**src/rtl/synth_prog_pkg.sv**
```systemverilog
package synth_prog_pkg;
  localparam int SHORT_LEN = 24;
  localparam int LONG_LEN  = 32;
  localparam int ADDR_W    = 4;
  localparam int PAY_W     = SHORT_LEN - ADDR_W;
  localparam int A_W       = LONG_LEN - 1;
  localparam int CNT_W     = $clog2(LONG_LEN + 2);

  localparam logic [ADDR_W-1:0] ADR_B = 4'b1000;
  localparam logic [ADDR_W-1:0] ADR_C = 4'b1001;
  localparam logic [ADDR_W-1:0] ADR_D = 4'b1010;
  localparam logic [ADDR_W-1:0] ADR_E = 4'b1111;

  typedef enum logic [2:0] {
    SEL_NONE,
    SEL_A,
    SEL_B,
    SEL_C,
    SEL_D,
    SEL_E
  } sel_e;
endpackage

```
**src/rtl/synth_prog_sync.sv**
```systemverilog
module synth_prog_sync #(
  parameter int N      = 3,
  parameter int STAGES = 2
) (
  input  logic         clk,
  input  logic         rst_n,
  input  logic [N-1:0] din,
  output logic [N-1:0] dout
);
  for (genvar i = 0; i < N; i++) begin : g_bit
    logic [STAGES-1:0] pipe;
    always_ff @(posedge clk or negedge rst_n) begin
      if (!rst_n) pipe <= '0;
      else        pipe <= {pipe[STAGES-2:0], din[i]};
    end
    assign dout[i] = pipe[STAGES-1];
  end
endmodule

```
**src/rtl/synth_prog_shift.sv**
```systemverilog
module synth_prog_shift #(
  parameter int LEN = 32,
  parameter int CW  = 6
) (
  input  logic          clk,
  input  logic          rst_n,
  input  logic          sclk_s,
  input  logic          sdat_s,
  input  logic          stb_s,
  output logic [LEN-1:0] sr,
  output logic [CW-1:0]  cnt,
  output logic           stb_rise,
  output logic           stb_fall
);
  localparam logic [CW-1:0] CAP = CW'(LEN + 1);

  logic sclk_q, stb_q, sclk_rise;

  assign sclk_rise = sclk_s & ~sclk_q;
  assign stb_rise  = stb_s & ~stb_q;
  assign stb_fall  = ~stb_s & stb_q;

  always_ff @(posedge clk or negedge rst_n) begin
    if (!rst_n) begin
      sclk_q <= 1'b0;
      stb_q  <= 1'b0;
      sr     <= '0;
      cnt    <= '0;
    end else begin
      sclk_q <= sclk_s;
      stb_q  <= stb_s;
      if (stb_fall) begin
        cnt <= '0;
      end else if (!stb_s && sclk_rise) begin
        // first bit in ends up at the lowest position after the last shift
        sr <= {sdat_s, sr[LEN-1:1]};
        if (cnt != CAP) cnt <= cnt + 1'b1;
      end
    end
  end
endmodule

```
**src/rtl/synth_prog_decode.sv**
```systemverilog
module synth_prog_decode
  import synth_prog_pkg::*;
(
  input  logic [LONG_LEN-1:0] sr,
  input  logic [CNT_W-1:0]    cnt,
  input  logic                long_mode,
  output sel_e                sel,
  output logic [A_W-1:0]      payload
);
  logic [SHORT_LEN-1:0] w24;
  assign w24 = sr[LONG_LEN-1 -: SHORT_LEN];

  always_comb begin
    sel     = SEL_NONE;
    payload = '0;
    if (cnt == CNT_W'(SHORT_LEN)) begin
      if (!w24[SHORT_LEN-1]) begin
        if (!long_mode) begin
          sel     = SEL_A;
          payload = A_W'(w24[SHORT_LEN-2:0]);
        end
      end else begin
        payload = A_W'(w24[PAY_W-1:0]);
        case (w24[SHORT_LEN-1 -: ADDR_W])
          ADR_B:   sel = SEL_B;
          ADR_C:   sel = SEL_C;
          ADR_D:   sel = SEL_D;
          ADR_E:   sel = SEL_E;
          default: sel = SEL_NONE;
        endcase
      end
    end else if (cnt == CNT_W'(LONG_LEN) && long_mode && !sr[LONG_LEN-1]) begin
      sel     = SEL_A;
      payload = sr[A_W-1:0];
    end
  end
endmodule

```
**src/rtl/synth_prog_regs.sv**
```systemverilog
module synth_prog_regs
  import synth_prog_pkg::*;
(
  input  logic             clk,
  input  logic             rst_n,
  input  logic             stb_rise,
  input  logic             stb_fall,
  input  sel_e             sel,
  input  logic [A_W-1:0]   payload,
  input  logic             div_sync,
  output logic [A_W-1:0]   a_fields,
  output logic [PAY_W-1:0] b_fields,
  output logic [PAY_W-1:0] c_fields,
  output logic [PAY_W-1:0] d_fields,
  output logic [PAY_W-1:0] e_fields,
  output logic             speed_up
);
  logic [A_W-1:0] a_hold;
  logic           a_live;

  always_ff @(posedge clk or negedge rst_n) begin
    if (!rst_n) begin
      a_hold   <= '0;
      a_live   <= 1'b0;
      a_fields <= '0;
      b_fields <= '0;
      c_fields <= '0;
      d_fields <= '0;
      e_fields <= '0;
    end else begin
      if (stb_rise) begin
        case (sel)
          SEL_A: begin
            a_hold <= payload;
            a_live <= 1'b1;
          end
          SEL_B:   b_fields <= payload[PAY_W-1:0];
          SEL_C:   c_fields <= payload[PAY_W-1:0];
          SEL_D:   d_fields <= payload[PAY_W-1:0];
          SEL_E:   e_fields <= payload[PAY_W-1:0];
          default: ;
        endcase
      end
      if (stb_fall)                 a_live   <= 1'b0;
      else if (a_live && div_sync)  a_fields <= a_hold;
    end
  end

  assign speed_up = a_live;
endmodule

```
**src/rtl/synth_prog_if.sv**
```systemverilog
module synth_prog_if
  import synth_prog_pkg::*;
#(
  parameter int SYNC_STAGES = 2,
  parameter int LONG_BIT    = 19
) (
  input  logic             clk,
  input  logic             rst_n,
  input  logic             ser_clk,
  input  logic             ser_data,
  input  logic             ser_strobe,
  input  logic             div_sync,
  output logic [A_W-1:0]   a_fields,
  output logic [PAY_W-1:0] b_fields,
  output logic [PAY_W-1:0] c_fields,
  output logic [PAY_W-1:0] d_fields,
  output logic [PAY_W-1:0] e_fields,
  output logic [1:0]       op_mode,
  output logic             long_mode,
  output logic             test_route,
  output logic             speed_up
);
  logic [2:0]          pins_s;
  logic [LONG_LEN-1:0] sr;
  logic [CNT_W-1:0]    cnt;
  logic                stb_rise, stb_fall;
  sel_e                sel;
  logic [A_W-1:0]      payload;

  synth_prog_sync #(.N(3), .STAGES(SYNC_STAGES)) u_sync (
    .clk (clk), .rst_n (rst_n),
    .din ({ser_strobe, ser_data, ser_clk}),
    .dout(pins_s)
  );

  synth_prog_shift #(.LEN(LONG_LEN), .CW(CNT_W)) u_shift (
    .clk (clk), .rst_n (rst_n),
    .sclk_s(pins_s[0]), .sdat_s(pins_s[1]), .stb_s(pins_s[2]),
    .sr (sr), .cnt (cnt), .stb_rise(stb_rise), .stb_fall(stb_fall)
  );

  synth_prog_decode u_dec (
    .sr (sr), .cnt (cnt), .long_mode(long_mode),
    .sel(sel), .payload(payload)
  );

  synth_prog_regs u_regs (
    .clk (clk), .rst_n (rst_n),
    .stb_rise(stb_rise), .stb_fall(stb_fall),
    .sel (sel), .payload(payload), .div_sync(div_sync),
    .a_fields(a_fields), .b_fields(b_fields), .c_fields(c_fields),
    .d_fields(d_fields), .e_fields(e_fields), .speed_up(speed_up)
  );

  assign op_mode    = c_fields[1:0];
  assign long_mode  = d_fields[LONG_BIT];
  assign test_route = (e_fields[1:0] == 2'b11);
endmodule

```
**config.mk**
```make
export PLATFORM = sky130hd
export DESIGN_NAME = synth_prog_if
export DESIGN_NICKNAME = d
export VERILOG_FILES = /design/src/rtl/synth_prog_pkg.sv /design/src/rtl/synth_prog_sync.sv /design/src/rtl/synth_prog_shift.sv /design/src/rtl/synth_prog_decode.sv /design/src/rtl/synth_prog_regs.sv /design/src/rtl/synth_prog_if.sv
export SDC_FILE = /design/constraint.sdc
export NUM_CORES = 1
export LEC_CHECK = 0
export ABC_CLOCK_PERIOD_IN_PS = 3520
export BUFFER_PORTS_ARGS = -buffer_cell sky130_fd_sc_hd__buf_2
export CORE_ASPECT_RATIO = 1.1
export CORE_UTILIZATION = 60
export CTS_CLUSTER_DIAMETER = 40
export DETAILED_ROUTE_END_ITERATION = 10
export PLACE_DENSITY = 0.91
export SYNTH_ARGS = -nofsm -noshare
export SYNTH_HDL_FRONTEND = slang
export SYNTH_SLANG_ARGS = --single-unit
```
**constraint.sdc**
```tcl
create_clock -name clk -period 3.52 [get_ports clk]
set_input_delay 0.176 -clock clk [delete_from_list [all_inputs] [get_ports clk]]
set_output_delay 0.176 -clock clk [all_outputs]
set_load 0.02 [all_outputs]
```
==> results of run 1 <==
[flip-flops by register name (all words and copies together), names as in the netlist, 6 cells and up]
signal	cells
u_regs.c_fields	20
u_regs.a_hold	31
u_shift.sr	32
u_regs.b_fields	20
u_regs.d_fields	20
u_regs.a_fields	31
u_regs.e_fields	20
u_sync.g_bit.pipe	6
u_shift.cnt	6
[placed cells by master, fill, tap and decap left out, types with 2 or more instances in the layout]
cell and count:
buf_2 120, mux2_2 140, xnor2_1 3, buf_4 7, nand2_1 38, ha_1 5
nor2b_1 2, a22o_1 8, or3_1 2, mux2_1 20, clkbuf_8 2, nand4_1 10
buf_12 2, a21oi_1 2, nor3_2 2, clkinv_2 4, clkinvlp_4 3, bufinv_16 5
dfrtp_1 189, a22oi_1 3, o21ai_0 17, inv_1 10, dlygate4sd3_1 4, nor4_1 2
nand2b_1 3, nor2_1 7, clkbuf_16 17, o22ai_1 10, xor2_1 2
[area by class of cell]
| type | instances | area share |
|---|---|---|
| clock buffers | 19 | 0.0505 |
| clock inverters | 12 | 0.0215 |
| inverters | 10 | 0.00418 |
| multi-input cells | 293 | 0.292 |
| flip-flops and latches | 189 | 0.527 |
| well taps | 154 | 0.0215 |
| repair buffers | 134 | 0.0830 |
[per-stage QoR]
step	hold WS, ns	cells
2_1_floorplan	-0.120	522
3_3_place_gp	0.286	776
3_5_place_dp	0.286	776
4_1_cts	0.358	811
5_1_grt	0.359	811
6_report	0.357	811
[power groups by stage]
stage          sequential [W]  combinational [W]  clock [W]
5_1_grt               0.00228           0.000162    0.00219
3_3_place_gp          0.00231           0.000133          0
6_report              0.00228           0.000144    0.00209
3_5_place_dp          0.00232           0.000141          0
2_1_floorplan         0.00229          0.0000781          0
4_1_cts               0.00228           0.000146    0.00211
[critical path, delay by kind of cell, from the launching register on]
family,cells,cell delay (ns)
compound gates,1,0.82
fa+ha+maj,1,0.45
mux,1,0.30
flops,1,0.44
buf+inv,1,0.09
simple gates,2,0.74
[final timing paths]
kind | startpoint | endpoint | slack (ns) | depth (start not counted)
setup / recovery | u_shift.cnt[0] | u_regs.a_hold[6] | 0.63 | 6
hold / removal | u_sync.g_bit[0].pipe[0] | u_sync.g_bit[0].pipe[1] | 0.36 | 0
setup reg to reg | u_shift.cnt[0] | u_regs.a_hold[6] | 0.63 | 6
hold reg to reg | u_sync.g_bit[0].pipe[0] | u_sync.g_bit[0].pipe[1] | 0.36 | 0
max in group asynchronous | rst_n | u_regs.b_fields[6] | 2.08 | 3
min in group asynchronous | rst_n | u_regs.c_fields[7] | 0.43 | 2
[layer usage]
metal / global-route usage / up-vias / part of all wire
met2: 0.436 / 159 / 0.50
met5: 0 / - / 0
li1: - / 2083 / -
met4: 0.106 / 0 / 0.026
met3: 0.0722 / 35 / 0.056
met1: 0.356 / 2427 / 0.41
[kinds of logic (layout without fill, tap and decap cells)]
family,Yosys count,after routing,synth area share
simple gates,79,79,0.0544
fa+ha+maj,5,5,0.00832
flops,189,189,0.629
compound gates,43,43,0.0366
xor+xnor,5,5,0.00583
buf+inv,40,175,0.0245
mux,161,161,0.241
==> metrics.md, run 1 <==
| Metric | Value |
|---|---|
| Status | `complete, no violations` |
| Worst-margin pin slew | `slightly above 1 ns` |
| Data arrival time of the critical path | `3.26 ns` |
| RSZ-0062 raised after global routing | `no` |
| DRT antenna net count | `0` |
| Pre-CTS WS | `0.746 ns` |
| Setup Skew | `~0.011 ns` |
| Syn. warnings | `0` |
| First-pass GRT wire length | `roughly 26000 µm` |
| LEAKAGE | `4.77 nW` |
| Core Util, Final | `0.739` |
| Mean Syn Cell Area | `14.4 µm²` |
| Worst skew pair latency | `0.44 ns` |
| Seq/Total Area, Yosys | `0.629` |
| Initial Util | `0.619` |
| PostCTS Resize Cnt | `0` |
| Crit start category | `register` |
| Multi-input gate area | `2620 µm²` |
| Most common cell in the netlist | `dfrtp_1` |
| Post-synth top cells | `dfrtp_1, mux2_2, nand2_1` |
| Hold WC Path Type | `register to register` |
| Setup crit end kind | `register` |
| Die Y | `119 µm` |
| Async S/R FF share, synth | `1.00` |
| CP max FO | `21` |
| CTS tree | `done` |
| Total CTS buffers | `17` |
| Synth Flop Type | `dfrtp_1` |
| Fin area | `8970 µm²` |
| FF+latch count, synth | `189` |
| Final wirelength | `16400 µm` |
| Average via count per standard cell | `5.80` |
| Final TNS setup | `0 ns` |
| Vias | `4704` |
| Area after DPL | `8280 µm²` |
| Critical path's largest stage delay | `around 0.82 ns` |
| Post-CTS setup buffers | `0` |
| Syn nets | `533` |
| Number of antenna violations at the first check in global routing | `0` |
| Clk buf depth | `2` |
| Fill cells | `709` |
| Yosys top cell by area | `dfrtp_1` |
| Net switching power | `~0.00095 W` |
| Fin worst setup slack | `~0.63 ns` |
| Netlist cell types | `39` |
| CTS H-tree lvls | `4` |
| Clock share of power | `0.463` |
| Placement row count | `42` |
| Diode count | `0` |
| Hold_buf cts | `4` |
| Final min period | `about 2.9 ns` |
| All-Layer GR Usage | `0.273` |
| Die Wd | `109 µm` |
| Die ar. | `13000 µm²` |
| TritonRoute pass-1 iters | `5` |
| Area growth from synthesis to layout | `19.3%` |
| Congestion Overflow GR | `0` |
| Nets | `656` |
| Fmax | `about 350 MHz` |
| Max Cap Viol | `0` |
| Total power | `around 0.0045 W` |
| Ratio of cells with drive above 1 in the final layout | `0.472` |
| CTS root buf | `clkbuf_16` |
| Pwr dens | `503 nW/µm²` |
| Fin. max-slew vios | `0` |
| Post-synth EDFFs | `0` |
| Clk pin slew, worst setup/hold paths | `0.07 ns` |
| Dpl hpwl | `around 10000 µm` |
| DR iter-0 viols | `between 300 and 400` |
| Setup CP Type | `register to register` |
| DR WL/cell | `20.2 µm` |
| # DRC | `0` |
| Synth Instances | `522` |
| Top-area cell type share of the netlist area | `0.629` |
| Area of the mapped netlist | `7520 µm²` |
| CP Data Required Time | `a little under 4 ns` |
| Core area | `12100 µm²` |
| Relative slew margins | `0.317` |
| Largest net degree at the start of global routing | `114` |
| Combinational share of power | `0.032` |
| Final RePlAce weighted congestion | `0.848` |
| CP max-delay cell | `o21ai_0` |
| IO Port Bufs | `about 120` |
| Num Clock Sinks | `~190` |
| Finish-stage setup viols | `0` |
| Internal Power | `around 0.0036 W` |
| IO Count | `122` |
| Storage element area | `4730 µm²` |
| Peak supply drop | `363 µV` |
| Fin crit share | `0.822` |
| Vias in the first global route | `4965` |
| Flop pwr share | `0.505` |
| Sw Share | `0.210` |
| Final Hold Fails | `0` |
| Worst-path cell chain | `inv_1, ha_1, nand4b_2, nand2b_1, o21ai_0, mux2_2` |
| Synth top area cells | `dfrtp_1, mux2_2, mux2_1` |
No activity file was read; power rests on OpenSTA's default activity.
==> run 2: changes to the inputs <==
--- a/config.mk
+++ b/config.mk
@@ -5,13 +5,14 @@
 export SDC_FILE = /design/constraint.sdc
 export NUM_CORES = 1
 export LEC_CHECK = 0
-export ABC_CLOCK_PERIOD_IN_PS = 3520
+export ABC_AREA = 1
+export ABC_CLOCK_PERIOD_IN_PS = 2700
 export BUFFER_PORTS_ARGS = -buffer_cell sky130_fd_sc_hd__buf_2
 export CORE_ASPECT_RATIO = 1.1
-export CORE_UTILIZATION = 60
+export CORE_UTILIZATION = 57
 export CTS_CLUSTER_DIAMETER = 40
 export DETAILED_ROUTE_END_ITERATION = 10
-export PLACE_DENSITY = 0.91
+export PLACE_DENSITY = 0.87
 export SYNTH_ARGS = -nofsm -noshare
 export SYNTH_HDL_FRONTEND = slang
 export SYNTH_SLANG_ARGS = --single-unit
==> constraint.sdc (replaced) <==
create_clock -name clk -period 2.7 [get_ports clk]
set_input_delay 0.135 -clock clk [delete_from_list [all_inputs] [get_ports clk]]
set_output_delay 0.135 -clock clk [all_outputs]
set_load 0.02 [all_outputs]
==> run 2 against run 1 <==
Effect of this change:
- synthesized cell count up 56%
- global-route usage down 1.4 points
- core utilization down 6.4 points
- clock power up 20%
- critical path depth up 5
- cell area up 3.3%
- first-iteration DRC count up 120%
- combinational power up 110%
- fmax up 21%
- sequential share of layout area down 1.7 points
==> metrics.md, run 2 <==
| Metric | Value |
|---|---|
| Status | `complete, no violations` |
| Total power | `0.00576 W` |
| Peak supply drop | `375 µV` |
| Worst-case reg-to-reg path depth | `11` |
| Commonest non-fill, non-tap cells in the layout | `nand2_1, dfrtp_1, buf_2` |
| Post-CTS setup buffers | `0` |
| Synth Instances | `816` |
| Final wirelength | `approximately 18000 µm` |
| Final TNS setup | `0 ns` |
| Hold_buf cts | `4` |
| Setup crit end kind | `register` |
| FF-to-FF setup slack | `~0.32 ns` |
| Die Y | `126 µm` |
| Synth Flop Type | `dfrtp_1` |
| Total CTS buffers | `17` |
| Max reg flops | `32` |
| CTS root buf | `clkbuf_16` |
| Largest net degree at the start of global routing | `64` |
| Post-synth top cells | `nand2_1, dfrtp_1, inv_1` |
| Post-synth EDFFs | `0` |
| Num Clock Sinks | `189` |
| Hold WC Path Type | `primary input to asynchronous set/reset pin` |
| Clk buf depth | `2` |
| Syn nets | `between 800 and 900` |
| Vias | `6134` |
| Worst-margin pin slew | `0.607 ns` |
| Die Wd | `between 100 and 150 µm` |
| Diode count | `0` |
| Top-area cell type share of the netlist area | `0.590` |
| Average via count per standard cell | `5.45` |
| R2r endpoint | `u_regs.a_hold[23]` |
| Placement row count | `45` |
| Most frequent CP cell | `nand2_1` |
| Die ar. | `14500 µm²` |
| Pwr dens | `622 nW/µm²` |
| Worst Path Buf+Inv | `2` |
| Fmax | `about 420 MHz` |
| Fin crit share | `0.883` |
| Most common cell in the netlist | `nand2_1` |
| Fin worst setup slack | `0.317 ns` |
| Async S/R FF share, synth | `1.00` |
| Largest reg by FF count | `u_shift.sr` |
| Mean Syn Cell Area | `9.82 µm²` |
| Clk pin slew, worst setup/hold paths | `0.07 ns` |
| PostCTS Resize Cnt | `0` |
| Fin. max-slew vios | `0` |
| Max Cap Viol | `0` |
| Worst-path cell chain | `inv_1, ha_1, nand2_1, nor2_1, nand2_2, inv_4, nand2_2, nand2_8, nand3_4, nand2_1, nand2_1` |
| Relative slew margins | `0.595` |
| Core Util, Final | `0.675` |
| Ratio of cells with drive above 1 in the final layout | `0.261` |
| Congestion Overflow GR | `0` |
| Vias in the first global route | `between 5000 and 6000` |
| Netlist cell types | `32` |
| Pre-CTS WS | `0.376 ns` |
| Worst flop-to-flop path startpoint | `u_shift.cnt[0]` |
| RSZ-0062 raised after global routing | `no` |
| Data arrival time of the critical path | `2.70 ns` |
| FF+latch count, synth | `189` |
| DR iter-0 viols | `749` |
| CP max FO | `35` |
| Dpl hpwl | `about 11000 µm` |
| Seq/Total Area, Yosys | `0.590` |
| All-Layer GR Usage | `0.259` |
| Final RePlAce weighted congestion | `0.855` |
| Crit path max-delay family | `simple AND/OR/NAND/NOR gates` |
| TritonRoute pass-1 iters | `5` |
| Area of the mapped netlist | `8010 µm²` |
| Nets | `935` |
| IO Port Bufs | `121` |
| Largest regs | `u_shift.sr x32, u_regs.a_fields x31, u_regs.a_hold x31` |
| Number of antenna violations at the first check in global routing | `0` |
| Area growth from synthesis to layout | `15.7%` |
| Setup CP Type | `register to register` |
| DRT antenna net count | `0` |
| IO Count | `between 100 and 150` |
| Core area | `13700 µm²` |
| Synth top area cells | `dfrtp_1, nand2_1, mux2_2` |
| CTS H-tree lvls | `4` |
| Fill cells | `1009` |
| CP Data Required Time | `3.01 ns` |
| Worst skew pair latency | `0.43 ns` |
| First-pass GRT wire length | `28900 µm` |
| DR WL/cell | `15.8 µm` |
| Syn. warnings | `0` |
| Most common cell after layout, fill and taps aside | `nand2_1` |
| Crit start category | `register` |
| Yosys top cell by area | `dfrtp_1` |
| CP max-delay cell | `dfrtp_1` |
| Final Hold Fails | `0` |
| Setup Skew | `0.00938 ns` |
| Final min period | `2.38 ns` |
| # DRC | `0` |
| Critical path's largest stage delay | `between 0.4 and 0.5 ns` |
| Finish-stage setup viols | `0` |
| LEAKAGE | `a little under 5 nW` |
| Initial Util | `0.583` |
| CTS tree | `done` |
run 2: changes by cell type in the layout (fill, tap and decap cells not counted), moves of 13 or more:
cell	previous run	this run
o21ai_0	17	32
nand3_1	1	14
mux2_1	20	0
nand4_1	10	32
nor2_1	7	21
nand2_1	38	251
o21ai_1	0	54
inv_1	10	58
mux2_2	140	32
o21ai_2	0	26
a21oi_1	2	26
run 2: per-stage QoR:
stage / hold slack [ns] / std cells / cell area (µm²)
after global placement: 0.157 / 1089 / 8640
after global routing: 0.281 / 1125 / 9270
after floorplan: -0.161 / 816 / 8010
after CTS: 0.262 / 1125 / 9270
after detailed placement: 0.160 / 1089 / 8640
final: 0.247 / 1125 / 9270
run 2: logic make-up (layout without fill, tap and decap cells):
group,count (synthesis),count (layout),share of synthesized area
simple gates,337,337,0.185
flops,189,189,0.590
compound gates,139,139,0.0995
buf+inv,112,233,0.0704
mux,32,32,0.0450
fa+ha+maj,5,5,0.00781
xor+xnor,2,2,0.00219
run 2: where the power goes:
part | total, W | internal, W | switching [W]
Sequential | 0.00297 | 0.00291 | 0.0000605
Combinational | 0.000296 | 0.0000813 | 0.000215
Clock | 0.00250 | 0.00138 | 0.00112
run 2: worst max-delay path by stage:
| stage | cells past startpoint | from | endpoint |
|---|---|---|---|
| 6_report | 11 | u_shift.cnt[0] | u_regs.a_hold[23] |
| 5_1_grt | 11 | u_shift.cnt[0] | u_regs.a_hold[23] |
| 4_1_cts | 11 | u_shift.cnt[0] | u_regs.a_hold[20] |
| 3_5_place_dp | 11 | u_shift.cnt[0] | u_regs.e_fields[9] |
| 3_3_place_gp | 11 | u_shift.cnt[0] | u_regs.e_fields[7] |
| 2_1_floorplan | 12 | u_shift.cnt[0] | u_regs.b_fields[0] |
run 2: routing by layer:
metal,part of all wire,track usage
met1,0.43,0.347
met2,0.49,0.421
met3,0.058,0.0559
met4,0.021,0.0901
met5,0,0
run 2: area by class of cell:
| type | count | area (µm²) | share of cell area |
|---|---|---|---|
| Timing Repair Buffer | 138 | 762 | 0.0822 |
| Sequential cell | 189 | 4730 | 0.510 |
| Multi-Input combinational cell | 515 | 2720 | 0.293 |
| Clock buffer | 17 | 425 | 0.0459 |
| Tap cell | 188 | 235 | 0.0254 |
| Clock inverter | 15 | 160 | 0.0173 |
| Inverter | 63 | 239 | 0.0258 |
==> run 3: changes to the inputs <==
--- a/config.mk
+++ b/config.mk
@@ -8,8 +8,10 @@
 export ABC_AREA = 1
 export ABC_CLOCK_PERIOD_IN_PS = 2700
 export BUFFER_PORTS_ARGS = -buffer_cell sky130_fd_sc_hd__buf_2
+export CELL_PAD_IN_SITES_DETAIL_PLACEMENT = 0
+export CELL_PAD_IN_SITES_GLOBAL_PLACEMENT = 1
 export CORE_ASPECT_RATIO = 1.1
-export CORE_UTILIZATION = 57
+export CORE_UTILIZATION = 44
 export CTS_CLUSTER_DIAMETER = 40
 export DETAILED_ROUTE_END_ITERATION = 10
 export PLACE_DENSITY = 0.87
==> run 3 against run 2 <==
Effect of this change:
- global-route usage fell by 5.9 points
- sequential share of layout area fell by 0.56 points
- critical endpoint is now u_regs.e_fields[19]
- via count fell by 4.6%
- clock power barely moved
- total power fell by 0.12%
- setup slack improved by 0.20 ns
- cell area rose by 1.1%
- largest cell class unchanged
==> metrics.md, run 3 (synthesized netlist as in run 2, its figures left out) <==
| Metric | Value |
|---|---|
| Status | `complete, no violations` |
| Dpl hpwl | `11900 µm` |
| Max reg flops | `32` |
| Finish-stage setup viols | `0` |
| CP Data Required Time | `3.05 ns` |
| Data arrival time of the critical path | `about 2.5 ns` |
| Congestion Overflow GR | `0` |
| Vias in the first global route | `5442` |
| Die Wd | `131 µm` |
| Vias | `5851` |
| DR WL/cell | `14.9 µm` |
| Relative slew margins | `0.521` |
| Setup Skew | `between 0.01 and 0.015 ns` |
| Initial Util | `0.452` |
| Clk pin slew, worst setup/hold paths | `0.07 ns` |
| # DRC | `0` |
| RSZ-0062 raised after global routing | `no` |
| Fin crit share | `0.808` |
| Placement row count | `51` |
| Pre-CTS WS | `0.530 ns` |
| Final RePlAce weighted congestion | `around 0.81` |
| Pwr dens | `614 nW/µm²` |
| Commonest non-fill, non-tap cells in the layout | `nand2_1, dfrtp_1, buf_2` |
| Worst skew pair latency | `0.43 ns` |
| Largest regs | `u_shift.sr x32, u_regs.a_fields x31, u_regs.a_hold x31` |
| Most common cell after layout, fill and taps aside | `nand2_1` |
| Crit start category | `register` |
| All-Layer GR Usage | `0.200` |
| Die Y | `144 µm` |
| Hold WC Path Type | `primary input to asynchronous set/reset pin` |
| Area growth from synthesis to layout | `17.0%` |
| Nets | `938` |
| Fin worst setup slack | `0.518 ns` |
| DRT antenna net count | `0` |
| Average via count per standard cell | `4.97` |
| Finished Layout Cells | `approximately 1200` |
| Placed insts | `1142` |
| Ratio of cells with drive above 1 in the final layout | `0.263` |
| Diode count | `0` |
| Worst-margin pin slew | `0.719 ns` |
| IO Port Bufs | `about 120` |
| Core area | `17700 µm²` |
| Fin. max-slew vios | `0` |
| LEAKAGE | `between 4 and 5 nW` |
| IO Count | `122` |
| Setup CP Type | `register to register` |
| Number of antenna violations at the first check in global routing | `0` |
| Largest net degree at the start of global routing | `92` |
| CP max FO | `40` |
| CTS H-tree lvls | `4` |
| TritonRoute pass-1 iters | `7` |
| DR iter-0 viols | `382` |
| Clk buf depth | `2` |
| Fin area | `9370 µm²` |
| Largest reg by FF count | `u_shift.sr` |
| Core Util, Final | `0.528` |
| Die ar. | `18700 µm²` |
| Total CTS buffers | `17` |
| First-pass GRT wire length | `28500 µm` |
| Area after DPL | `8740 µm²` |
| Fill cells | `1645` |
| CTS tree | `done` |
| Final wirelength | `between 15000 and 20000 µm` |
| Final TNS setup | `0 ns` |
| Max Cap Viol | `0` |
| Fmax | `458 MHz` |
| Final min period | `roughly 2.2 ns` |
| CTS root buf | `clkbuf_16` |
| Num Clock Sinks | `189` |
| Peak supply drop | `about 430 µV` |
| Setup crit end kind | `register` |
| Final Hold Fails | `0` |
[run 3: cell count changes in the layout (fill, tap and decap cells not counted), moves of 2 or more]
cell,previous run,this run
buf_4,12,14
clkbuf_8,0,3
clkinv_4,0,3
clkinvlp_4,3,1
inv_8,2,0
[run 3: per-stage QoR]
| step | power, W | hold slack [ns] |
|---|---|---|
| 2_1_floorplan | 0.00318 | -0.161 |
| 3_3_place_gp | 0.00331 | 0.243 |
| 3_5_place_dp | 0.00331 | 0.240 |
| 4_1_cts | 0.00581 | 0.327 |
| 5_1_grt | 0.00597 | 0.339 |
| 6_report | 0.00575 | 0.333 |
[run 3: report_power, final]
group | total [W] | switching, W | internal, W
combinational | 0.000298 | 0.000212 | 0.0000855
clock | 0.00249 | 0.00108 | 0.00142
sequential | 0.00296 | 0.0000584 | 0.00291
[run 3: worst paths after layout]
check,endpoint,depth (start not counted),slack (ns),from
worst max-delay path,u_regs.e_fields[19],10,0.52,u_shift.sr[31]
worst min-delay path,u_regs.a_hold[0],2,0.33,rst_n
worst max register to register,u_regs.e_fields[19],10,0.52,u_shift.sr[31]
worst min register to register,u_sync.g_bit[0].pipe[1],0,0.35,u_sync.g_bit[0].pipe[0]
max in group asynchronous,u_shift.sr[19],3,1.58,rst_n
min in group clk,u_sync.g_bit[0].pipe[1],0,0.35,u_sync.g_bit[0].pipe[0]
[run 3: worst max-delay path, stage by stage (launching register included)]
cell and delay, ns:
dfrtp_1 0.40, inv_2 0.10, buf_4 0.26, nor2_2 0.09, nand2_1 0.07, nand3_1 0.11, nand2_2 0.14, nand2_8 0.18
nand2_4 0.47, nand2_1 0.16, o21ai_2 0.09
[run 3: final cells by class]
type	instances	area, µm²	share of cell area
Timing Repair Buffer	141	800	0.0853
Inverter	63	239	0.0255
Sequential cell	189	4730	0.505
Clock buffer	19	453	0.0483
Multi-Input combinational cell	515	2720	0.290
Clock inverter	12	135	0.0144
Tap cell	238	298	0.0318
[run 3: what timing repair did]
item,CTS,global route
buffers inserted,0,0
hold endpoints to repair,90,0
resized for setup,0,0
hold buffers,4,0
[run 3: layer usage]
metal,vias to the layer above,wire length (µm),track usage
li1,2872,-,-
met1,2824,7960,0.270
met2,140,8570,0.327
met3,15,756,0.0350
met4,0,216,0.0641
met5,-,0,0
